$ cat src/rtl/mgm_pkg.sv
package mgm_pkg;
  localparam int unsigned STATUS_W = 16;
  localparam int unsigned NFLAG    = 10;

  // flag bit positions (decoded by downstream recovery logic)
  localparam int unsigned F_IRQ_APP  = 0;
  localparam int unsigned F_IRQ_ATT  = 1;
  localparam int unsigned F_DMA_WRAM = 2;
  localparam int unsigned F_DMA_RRAM = 3;
  localparam int unsigned F_DMA_RSTK = 4;
  localparam int unsigned F_DMA_RKEY = 5;
  localparam int unsigned F_CPU_WRAM = 6;
  localparam int unsigned F_CPU_RRAM = 7;
  localparam int unsigned F_CPU_RSTK = 8;
  localparam int unsigned F_CPU_RKEY = 9;

  // window index used for the per-requester address decode
  localparam int unsigned W_APP = 0;
  localparam int unsigned W_STK = 1;
  localparam int unsigned W_KEY = 2;
  localparam int unsigned NWIN  = 3;

  // requester index
  localparam int unsigned RQ_CPU = 0;
  localparam int unsigned RQ_DMA = 1;
  localparam int unsigned NRQ    = 2;
endpackage

$ cat src/rtl/mgm_rst_sync.sv
module mgm_rst_sync #(
  parameter int unsigned STAGES = 2
) (
  input  logic clk,
  input  logic rst_n,
  output logic rst_sync_n
);
  logic [STAGES-1:0] sync_q;

  always_ff @(posedge clk or negedge rst_n) begin
    if (!rst_n) sync_q <= '0;
    else        sync_q <= {sync_q[STAGES-2:0], 1'b1};
  end

  assign rst_sync_n = sync_q[STAGES-1];
endmodule

$ cat src/rtl/mgm_range.sv
module mgm_range #(
  parameter int unsigned     AW = 16,
  parameter logic [AW-1:0]   LO = '0,
  parameter logic [AW-1:0]   HI = '1
) (
  input  logic [AW-1:0] addr_i,
  output logic          hit_o
);
  // both bounds inclusive
  assign hit_o = (addr_i >= LO) && (addr_i <= HI);
endmodule

$ cat src/rtl/mgm_classify.sv
module mgm_classify
  import mgm_pkg::*;
(
  input  logic                       pc_att_i,
  input  logic                       pc_app_i,
  input  logic                       irq_i,
  input  logic                       cpu_rd_i,
  input  logic                       cpu_wr_i,
  input  logic [NWIN-1:0]            cpu_hit_i,
  input  logic                       dma_en_i,
  input  logic                       dma_wr_i,
  input  logic [NWIN-1:0]            dma_hit_i,
  output logic [NFLAG-1:0]           viol_o
);
  logic dma_rd, dma_wr;

  always_comb begin
    dma_rd = dma_en_i & ~dma_wr_i;
    dma_wr = dma_en_i &  dma_wr_i;
    viol_o = '0;
    // atomicity
    viol_o[F_IRQ_APP]  = irq_i & pc_app_i;
    viol_o[F_IRQ_ATT]  = irq_i & pc_att_i;
    // DMA side
    viol_o[F_DMA_WRAM] = dma_wr & dma_hit_i[W_APP] &  pc_att_i;
    viol_o[F_DMA_RRAM] = dma_rd & dma_hit_i[W_APP] &  pc_att_i;
    viol_o[F_DMA_RSTK] = dma_rd & dma_hit_i[W_STK] & ~pc_att_i;
    viol_o[F_DMA_RKEY] = dma_rd & dma_hit_i[W_KEY] & ~pc_att_i;
    // CPU side
    viol_o[F_CPU_WRAM] = cpu_wr_i & cpu_hit_i[W_APP] &  pc_att_i;
    viol_o[F_CPU_RRAM] = cpu_rd_i & cpu_hit_i[W_APP] &  pc_att_i;
    viol_o[F_CPU_RSTK] = cpu_rd_i & cpu_hit_i[W_STK] & ~pc_att_i;
    viol_o[F_CPU_RKEY] = cpu_rd_i & cpu_hit_i[W_KEY] & ~pc_att_i;
  end
endmodule

$ cat src/rtl/mem_guard_monitor.sv
module mem_guard_monitor
  import mgm_pkg::*;
#(
  parameter int unsigned   AW     = 16,
  parameter logic [AW-1:0] ATT_LO = 16'hA000,
  parameter logic [AW-1:0] ATT_HI = 16'hA7FF,
  parameter logic [AW-1:0] APP_LO = 16'h0200,
  parameter logic [AW-1:0] APP_HI = 16'h1FFF,
  parameter logic [AW-1:0] STK_LO = 16'h6000,
  parameter logic [AW-1:0] STK_HI = 16'h67FF,
  parameter logic [AW-1:0] KEY_LO = 16'hFE00,
  parameter logic [AW-1:0] KEY_HI = 16'hFE1F
) (
  input  logic                clk,
  input  logic                rst_n,
  input  logic                clr_i,
  input  logic [AW-1:0]       pc_i,
  input  logic                irq_i,
  input  logic                cpu_rd_i,
  input  logic                cpu_wr_i,
  input  logic [AW-1:0]       cpu_addr_i,
  input  logic                dma_en_i,
  input  logic                dma_wr_i,
  input  logic [AW-1:0]       dma_addr_i,
  output logic [STATUS_W-1:0] status_o,
  output logic                alarm_o
);
  logic                  rst_sync_n;
  logic                  pc_att, pc_app;
  logic [AW-1:0]         rq_addr [NRQ];
  logic [NWIN-1:0]       rq_hit  [NRQ];
  logic [NFLAG-1:0]      viol;
  logic [NFLAG-1:0]      flag_q, flag_d;
  logic                  flag_en;

  mgm_rst_sync #(.STAGES(2)) u_rst_sync (
    .clk(clk), .rst_n(rst_n), .rst_sync_n(rst_sync_n)
  );

  // program counter windows
  mgm_range #(.AW(AW), .LO(ATT_LO), .HI(ATT_HI)) u_pc_att (.addr_i(pc_i), .hit_o(pc_att));
  mgm_range #(.AW(AW), .LO(APP_LO), .HI(APP_HI)) u_pc_app (.addr_i(pc_i), .hit_o(pc_app));

  assign rq_addr[RQ_CPU] = cpu_addr_i;
  assign rq_addr[RQ_DMA] = dma_addr_i;

  // data-address windows, one decoder per requester and window
  for (genvar r = 0; r < NRQ; r++) begin : g_rq
    for (genvar w = 0; w < NWIN; w++) begin : g_win
      localparam logic [AW-1:0] LO_W = (w == W_APP) ? APP_LO : (w == W_STK) ? STK_LO : KEY_LO;
      localparam logic [AW-1:0] HI_W = (w == W_APP) ? APP_HI : (w == W_STK) ? STK_HI : KEY_HI;
      mgm_range #(.AW(AW), .LO(LO_W), .HI(HI_W)) u_win (
        .addr_i(rq_addr[r]), .hit_o(rq_hit[r][w])
      );
    end
  end

  mgm_classify u_classify (
    .pc_att_i (pc_att),
    .pc_app_i (pc_app),
    .irq_i    (irq_i),
    .cpu_rd_i (cpu_rd_i),
    .cpu_wr_i (cpu_wr_i),
    .cpu_hit_i(rq_hit[RQ_CPU]),
    .dma_en_i (dma_en_i),
    .dma_wr_i (dma_wr_i),
    .dma_hit_i(rq_hit[RQ_DMA]),
    .viol_o   (viol)
  );

  // sticky flags: new violations win over a simultaneous clear
  always_comb begin
    flag_en = clr_i | (|viol);
    flag_d  = (clr_i ? '0 : flag_q) | viol;
  end

  always_ff @(posedge clk or negedge rst_sync_n) begin
    if (!rst_sync_n)  flag_q <= '0;
    else if (flag_en) flag_q <= flag_d;
  end

  assign status_o = {{(STATUS_W-NFLAG){1'b0}}, flag_q};
  assign alarm_o  = |flag_q;

  // reserved bits stay zero
  p_reserved_zero_r12: assert property (@(posedge clk) disable iff (!rst_sync_n)
    status_o[STATUS_W-1:NFLAG] == '0);

  // without a clear, no flag ever drops
  p_sticky_r9: assert property (@(posedge clk) disable iff (!rst_sync_n)
    !clr_i |=> ((status_o[NFLAG-1:0] & $past(status_o[NFLAG-1:0])) == $past(status_o[NFLAG-1:0])));

  // clear with no new violation empties the word
  p_clear_r9: assert property (@(posedge clk) disable iff (!rst_sync_n)
    (clr_i && viol == '0) |=> (status_o == '0));

  // alarm only rises because of a classified violation
  p_alarm_cause_r10: assert property (@(posedge clk) disable iff (!rst_sync_n)
    $rose(alarm_o) |-> $past(viol != '0));

  // every classified violation is on the port after the next edge
  for (genvar i = 0; i < NFLAG; i++) begin : g_chk
    p_detect_r8: assert property (@(posedge clk) disable iff (!rst_sync_n)
      viol[i] |=> status_o[i]);
  end
endmodule

$ cat config.mk
export PLATFORM = sky130hd
export DESIGN_NAME = mem_guard_monitor
export DESIGN_NICKNAME = d
export VERILOG_FILES = /design/src/rtl/mgm_pkg.sv /design/src/rtl/mgm_rst_sync.sv /design/src/rtl/mgm_range.sv /design/src/rtl/mgm_classify.sv /design/src/rtl/mem_guard_monitor.sv
export SDC_FILE = /design/constraint.sdc
export NUM_CORES = 1
export LEC_CHECK = 0
export ABC_CLOCK_PERIOD_IN_PS = 1700
export BUFFER_PORTS_ARGS = -buffer_cell sky130_fd_sc_hd__clkbuf_2
export CAP_MARGIN = 25
export CORE_UTILIZATION = 37
export CTS_CLUSTER_SIZE = 40
export DETAILED_ROUTE_END_ITERATION = 8
export GPL_TIMING_DRIVEN = 0
export PLACE_DENSITY = 0.84
export SYNTH_ARGS = -nofsm -noshare
export SYNTH_HDL_FRONTEND = slang
export SYNTH_HIERARCHICAL = 1
export SYNTH_SLANG_ARGS = --single-unit
$ cat constraint.sdc
create_clock -name clk -period 1.7 [get_ports clk]
set_input_delay 0.17 -clock clk [delete_from_list [all_inputs] [get_ports clk]]
set_output_delay 0.17 -clock clk [all_outputs]
set_load 0.05 [all_outputs]
==> impl_metrics.toml, run 1 <==
[floorplan]
design.core.area_sq_um = 1760
ios = 73
die_x_microns = 45.9
start_util = 0.404
die_height_microns = 45.9
dieArea_sq_um = 2110
rows = 15

[critical_path]
cp.arrival_ns = 1.36
reg2reg_slack_ns = 0.98
critPathSlowestCell = "dfrtp_1"
reg2reg_to = "flag_q[4]$_DFFE_PN0P_"
path_cells = "nor4_1 -> nand3_1 -> clkbuf_2"
r2r-start = "flag_q[4]$_DFFE_PN0P_"
worstSetupPathType = "reg2out"
critPathBufInv = 1
required_ns = 1.53
cp_top_family = "simple AND/OR/NAND/NOR gates"
slowest_delay_ns = 0.39
worstPathMaxFanout = 3
worst_r2r_path_depth = 1
endpoint_kind = "output pin"
start_kind = "flip-flop"

[global_routing]
grt_pass1_wl_mm = 2.70
grt_pass1_vias = 719
track_usage = 0.176
grt_max_degree = 11
antenna_found_initial = 0
grt_overflow = 0

[synthesis]
synth-seq-cells = 12
ys_seq_area_frac = 0.421
synthDistinctLibCells = 22
synth_area_sq_um = 713
syn-instance-count = 65
yosysWarnings = 6
avgSynthCellArea_sq_um = 11.0

[drt]
wl_mm = 1.68
drc = 0
ant_nets = 0
wl_per_cell_microns = 11.4
routed_via_density = 4.91
num_vias = 722
first_pass_iters = 3
drt_iter0_drc = 8

[timing]
period_minus_slack_ns = 1.53
finalCritPeriodShare = 0.901
rsz0062_at_grt = "false"
fin_setup_tns_ns = 0
slew_viol_final = 0
setup_viol = 0
whs_ns = 0.162
fmax_mhz = 653
finClkSkew_ns = 0.00245
hold_violations = 0

[clock_tree]
htreeDepth = 1
cts_tree = "done"
clock-sinks = 12
clockBufferDepth = 2
insertion_delay_ns = 0.27
hold_buffers = 1
cts_buffers = 3
path_clk_slew_ns = 0.08
cts_setup_buffers = 0
cts_resized = 0
clockRootBuffer = "clkbuf_4"

[power_and_ir_drop]
leakage_nw = 0.645
powerDensity_nw_per_um2 = 641
peakVddDrop_uv = 329

[placement]
dp_cells = 142
portBuffers = 47
dpl.hpwl_mm = 1.43
gp_congestion = 0.724

[worst_hold_path]
hold_path.class = "reg2async"

[finish]
stdcell_count = 147
final_cell_mix = "47 x clkbuf_2, 12 x dfrtp_1, 9 x a21o_1"
area_growth_pct = 46.5
final_common_cell = "clkbuf_2"
diodes = 0
fin_util = 0.592
drive_gt1_frac = 0.598
fillers = 159
finalNetCount = 179

[status]
outcome = "completed"

[run]
max_cap_violations = 0
## synthesized netlist by cell type
cell	count	area [sq um]
dfrtp_1	12	300
a21o_1	9	67.6
buf_4	6	45.0
nor4_1	5	31.3
nor4_2	5	62.6
nor2_1	4	15.0
and3_2	2	15.0
and3b_2	2	20.0
and4b_1	2	20.0
and4bb_2	2	25.0
conb_1	2	7.51
nand2_1	2	7.51
nand4_1	2	12.5
or4b_1	2	20.0
a21o_2	1	8.76
and2_1	1	6.26
and2_2	1	7.51
and4_2	1	10.0
and4b_2	1	11.3
inv_2	1	3.75
nand3_1	1	5.00
nand4bb_1	1	11.3
## metal layers
layer | track usage | up-vias | routed length [microns]
met1 | 0.167 | 333 | 650
met5 | 0 | - | 0
met4 | 0.0706 | 0 | 8
li1 | - | 356 | -
met2 | 0.361 | 31 | 925
met3 | 0.0238 | 2 | 96
## kinds of logic after synthesis
family,Yosys count,share of synthesized area
flops,12,0.421
compound gates,10,0.107
buf+inv,7,0.0684
simple gates,34,0.393
other cells,2,0.0105
## registers in the layout, summed over array words and instances, names as in the netlist
signal,flops
flag_q,10
u_rst_sync/sync_q,2
## report_power, final
group	internal [mW]	leakage, nW	switching [mW]	total (mW)
clock network	0.130	0.0210	0.0955	0.225
registers	0.290	0.162	0.00684	0.297
logic	0.0573	0.462	0.0895	0.147
## worst max path at each step
| stage | start | endpoint | slack [ns] | depth (start not counted) |
|---|---|---|---|---|
| floorplan | flag_q[4]$_DFFE_PN0P_ | alarm_o | 0.22 | 2 |
| global placement | dma_addr_i[5] | flag_q[5]$_DFFE_PN0P_ | 0.28 | 5 |
| detailed placement | dma_addr_i[5] | flag_q[5]$_DFFE_PN0P_ | 0.29 | 5 |
| CTS | flag_q[8]$_DFFE_PN0P_ | alarm_o | 0.16 | 3 |
| global route | flag_q[8]$_DFFE_PN0P_ | alarm_o | 0.07 | 3 |
| finish | flag_q[8]$_DFFE_PN0P_ | alarm_o | 0.17 | 3 |
## stage by stage
stage	instance area [sq um]	total power, mW	setup WS [ns]
after detailed placement	998	0.448	0.293
after global routing	1040	0.698	0.0692
final	1040	0.669	0.168
after global placement	998	0.443	0.280
after floorplan	732	0.383	0.220
after CTS	1040	0.672	0.158
## area by class of cell
class	count	area, sq um	share of cell area
Multi-Input combinational cell	51	383	0.366
Sequential cell	12	300	0.287
Timing Repair Buffer	48	245	0.235
Buffer	6	45.0	0.0431
Clock buffer	4	36.3	0.0347
Tap cell	25	31.3	0.0299
Inverter	1	3.75	0.00359
Note: power is estimated with default switching activity, not from simulation.
==> run 2: changes to the inputs <==
- ABC_CLOCK_PERIOD_IN_PS: 1700 -> 1200
- BUFFER_PORTS_ARGS: -buffer_cell sky130_fd_sc_hd__clkbuf_2 -> -buffer_cell sky130_fd_sc_hd__buf_4
- CORE_UTILIZATION: 37 -> 31
- PLACE_DENSITY: 0.84 -> 0.75
- clock period: 1.7 -> 1.2 ns (I/O delays scaled with it)
==> run 2 against run 1 <==
The run now ends with setup timing left. Worst hold slack got worse by 0.0011 ns. First-iteration DRC count rose by 38%. Global-route usage fell by 1.5 points. Register-to-register slack got worse by 0.71 ns. Final cell count rose by 6.1%. Cell area rose by 20%. Critical path depth did not move. Clock-buffer cell count did not move. Utilization fell by 2.1 points. Largest cell class is now buffers. Die area rose by 18%.
==> impl_metrics.toml, run 2 (same netlist as run 1, synthesis figures left out) <==
[status]
outcome = "finished, violations left"
failed_checks = "setup timing"

[power_and_ir_drop]
comb_power_share = 0.276
powerDensity_nw_per_um2 = 744
p_seq_frac = 0.454
internal_power_mw = 0.668
p_clk_frac = 0.270
netSwitchingPower_mw = 0.262
power_mw = 0.930
swShare = 0.282
peakVddDrop_uv = 609
leakage_nw = 0.716

[critical_path]
worstPathMaxFanout = 2
required_ns = 1.08
reg2reg_to = "flag_q[8]$_DFFE_PN0P_"
worstSetupPathType = "reg2out"
worst_r2r_path_depth = 3
r2r-start = "flag_q[8]$_DFFE_PN0P_"
endpoint_kind = "output pin"
reg2reg_slack_ns = 0.27
start_kind = "flip-flop"
cp.arrival_ns = 1.24

[drt]
routed_via_density = 4.81
drc = 0
num_vias = 751
first_pass_iters = 6
ant_nets = 0
wl_mm = 1.80
wl_per_cell_microns = 11.6
drt_iter0_drc = 11

[global_routing]
grt_pass1_wl_mm = 3.06
antenna_found_initial = 0
grt_pass1_vias = 766
grt_overflow = 0
grt_max_degree = 11
track_usage = 0.161

[timing]
hold_violations = 0
finClkSkew_ns = 0.0116
whs_ns = 0.161
fmax_mhz = 737
fin_setup_tns_ns = -0.159
rsz0062_at_grt = "true"
finalWorstSetupSlack_ns = -0.156
period_minus_slack_ns = 1.36
slew_viol_final = 0
setup_viol = 2
finalCritPeriodShare = 1.13

[placement]
dp_slack_ns = -0.242
dpl.hpwl_mm = 1.48
dp_cells = 145
place_area_sq_um = 1140
portBuffers = 47
gp_congestion = 0.800

[finish]
top_regs = "flag_q: 10 flops, u_rst_sync/sync_q: 2 flops"
regMostFlops = "flag_q"
area_growth_pct = 75.4
diodes = 0
fin_util = 0.571
stdcell_count = 156
final_common_cell = "buf_4"
finalNetCount = 185
design_area_sq_um = 1250
final_cell_mix = "57 x buf_4, 9 x a21o_1, 7 x conb_1"
largest_reg_flops = 10
drive_gt1_frac = 0.680

[clock_tree]
clockRootBuffer = "clkbuf_4"
cts_tree = "done"
clock-sinks = 12
cts_buffers = 3
clockBufferDepth = 2
insertion_delay_ns = 0.27
path_clk_slew_ns = 0.08
htreeDepth = 1

[floorplan]
start_util = 0.326
die_height_microns = 50.0
die_x_microns = 50.0
design.core.area_sq_um = 2190
rows = 17
ios = 73
dieArea_sq_um = 2500

[run]
max_cap_violations = 0

[worst_hold_path]
hold_path.class = "in2async"
run 2: timing repair:
| item | in CTS | in global routing |
|---|---|---|
| resized for setup | 3 | 1 |
| hold buffers | 1 | 0 |
| setup endpoints to repair | 1 | 1 |
| hold endpoints to repair | 2 | 0 |
| pin swaps | 3 | 1 |
| buffers inserted | 5 | 1 |
run 2: how the worst max path moves through the flow:
| stage | to | slack (ns) | startpoint |
|---|---|---|---|
| after detailed placement | flag_q[5]$_DFFE_PN0P_ | -0.24 | dma_addr_i[5] |
| after global placement | flag_q[5]$_DFFE_PN0P_ | -0.19 | dma_addr_i[5] |
| after global routing | alarm_o | -0.26 | flag_q[8]$_DFFE_PN0P_ |
| final | alarm_o | -0.16 | flag_q[8]$_DFFE_PN0P_ |
| after CTS | alarm_o | -0.18 | flag_q[5]$_DFFE_PN0P_ |
| after floorplan | flag_q[5]$_DFFE_PN0P_ | -0.04 | dma_addr_i[5] |
run 2: area by class of cell:
type / instances / area [sq um]
multi-input combinational: 51 / 418
timing repair buffer: 54 / 415
tap: 28 / 35.0
clock buffer: 4 / 26.3
buffer: 6 / 45.0
sequential: 12 / 308
fill: 191 / 940
inverter: 1 / 3.75
run 2: critical path: stages, from the launching register on:
cell	delay, ns
dfrtp_2	0.42
nor4_4	0.29
nand3_2	0.11
buf_6	0.16
run 2: metal layers:
metal / vias up / track usage / part of all wire
met5: - / 0 / 0
met4: 0 / 0.0429 / 0
met3: 0 / 0.0494 / 0.067
met2: 32 / 0.295 / 0.54
met1: 354 / 0.176 / 0.39
li1: 365 / - / -
run 2: power by group through the flow:
stage	clock, mW	sequential (mW)	combinational, mW
6_report	0.251	0.423	0.257
5_1_grt	0.290	0.424	0.275
4_1_cts	0.267	0.423	0.255
3_5_place_dp	0	0.431	0.244
3_3_place_gp	0	0.431	0.240
2_1_floorplan	0	0.443	0.103
==> run 3: changes to the inputs <==
==> constraint.sdc (replaced) <==
create_clock -name clk -period 1.2 [get_ports clk]
set_input_delay 0.24 -clock clk [delete_from_list [all_inputs] [get_ports clk]]
set_output_delay 0.24 -clock clk [all_outputs]
set_load 0.05 [all_outputs]
==> run 3 against run 2 <==
The run still ends with setup timing left. Clock-buffer cell count unchanged. Total power down 0.30%. Die area unchanged. Fmax down 8.9%. Cell area unchanged. Clock power down 2%. Sequential power about the same. Worst setup slack worse by 0.13 ns. Wire length down 3.7%. Critical path type unchanged. Critical endpoint unchanged. Largest power group unchanged.
==> impl_metrics.toml, run 3 (same netlist as run 1, synthesis figures left out) <==
[status]
outcome = "finished, violations left"
failed_checks = "setup timing"

[finish]
finalNetCount = 181
fillers = 193
design_area_sq_um = 1250
regMostFlops = "flag_q"
top_regs = "flag_q: 10 flops, u_rst_sync/sync_q: 2 flops"
seq_area_sq_um = 309
drive_gt1_frac = 0.702
fin_util = 0.571
area_growth_pct = 75.4
final_cell_mix = "49 x buf_4, 9 x a21o_1, 7 x conb_1, 7 x dfrtp_2"
diodes = 0
largest_reg_flops = 10
multi_input_area_sq_um = 428
final_common_cell = "buf_4"

[worst_hold_path]
hold_path.class = "reg2async"

[timing]
finalWorstSetupSlack_ns = -0.289
rsz0062_at_grt = "true"
fin_setup_tns_ns = -0.345
finClkSkew_ns = 0.00869
fmax_mhz = 672
slew_viol_final = 0
whs_ns = 0.142
hold_violations = 0
setup_viol = 4
period_minus_slack_ns = 1.49
finalCritPeriodShare = 1.24

[critical_path]
start_kind = "flip-flop"
reg2reg_slack_ns = 0.37
worstPathMaxFanout = 2
cp.arrival_ns = 1.25
worstSetupPathType = "reg2out"
required_ns = 0.96
endpoint_kind = "output pin"

[power_and_ir_drop]
leakage_nw = 0.700
powerDensity_nw_per_um2 = 741
peakVddDrop_uv = 546

[drt]
wl_mm = 1.74
drc = 0
wl_per_cell_microns = 11.4
routed_via_density = 4.75
drt_iter0_drc = 1
first_pass_iters = 4
ant_nets = 0
num_vias = 722

[global_routing]
grt_pass1_wl_mm = 2.80
antenna_found_initial = 0
grt_pass1_vias = 706
grt_max_degree = 11
track_usage = 0.150
grt_overflow = 0

[floorplan]
ios = 73
die_x_microns = 50.0
rows = 17
die_height_microns = 50.0
design.core.area_sq_um = 2190
start_util = 0.326
dieArea_sq_um = 2500

[clock_tree]
clockBufferDepth = 2
cts_tree = "done"
path_clk_slew_ns = 0.07
htreeDepth = 1
insertion_delay_ns = 0.27
clock-sinks = 12
clockRootBuffer = "clkbuf_4"
cts_buffers = 3

[placement]
dp_slack_ns = -0.337
gp_congestion = 0.743
place_area_sq_um = 1140
portBuffers = 47

[run]
max_cap_violations = 0
## run 3: report_power, final
| group | switching [mW] | internal, mW |
|---|---|---|
| logic | 0.129 | 0.128 |
| clock network | 0.119 | 0.129 |
| registers | 0.0110 | 0.412 |
## run 3: metrics by stage
| step | power [mW] | cells |
|---|---|---|
| final | 0.927 | 152 |
| after floorplan | 0.546 | 70 |
| after global placement | 0.669 | 145 |
| after CTS | 0.937 | 151 |
| after global routing | 0.989 | 152 |
| after detailed placement | 0.675 | 145 |
## run 3: metal layers
metal | global-route usage | vias to the layer above | part of all wire
met4 | 0.0714 | 0 | 0.0023
met2 | 0.268 | 22 | 0.58
li1 | - | 355 | -
met3 | 0.0463 | 2 | 0.050
met5 | 0 | - | 0
met1 | 0.156 | 343 | 0.37
## run 3: cell type report
class                   count  share of cell area
well taps                  28              0.0280
plain buffers               6              0.0360
flip-flops and latches     12               0.247
clock buffers               4              0.0210
repair buffers             50               0.323
inverters                   1             0.00300
multi-input cells          51               0.342
## run 3: worst max-delay path, stage by stage (launching register included)
cell and delay [ns]:
dfrtp_1 0.41, nor4_4 0.30, nand3_2 0.10, buf_6 0.16
## run 3: what timing repair did
action                                 4_1_cts  5_1_grt
setup endpoints to repair                    2        5
setup buffers                                1        1
hold buffers                                 1        0
pin swaps                                    4        3
endpoints found under the hold margin        2        0
resized for setup                            4        9
## run 3: worst paths after layout
check                                        end                            from  cells after the start
max                                      alarm_o           flag_q[5]$_DFFE_PN0P_                      3
min in group clk           flag_q[1]$_DFFE_PN0P_                           irq_i                      3
min reg2reg                flag_q[5]$_DFFE_PN0P_  u_rst_sync/sync_q[1]$_DFF_PN0_                      0
max reg2reg                flag_q[5]$_DFFE_PN0P_           flag_q[5]$_DFFE_PN0P_                      2
min                        flag_q[5]$_DFFE_PN0P_  u_rst_sync/sync_q[1]$_DFF_PN0_                      0
max in group asynchronous  flag_q[4]$_DFFE_PN0P_  u_rst_sync/sync_q[1]$_DFF_PN0_                      0
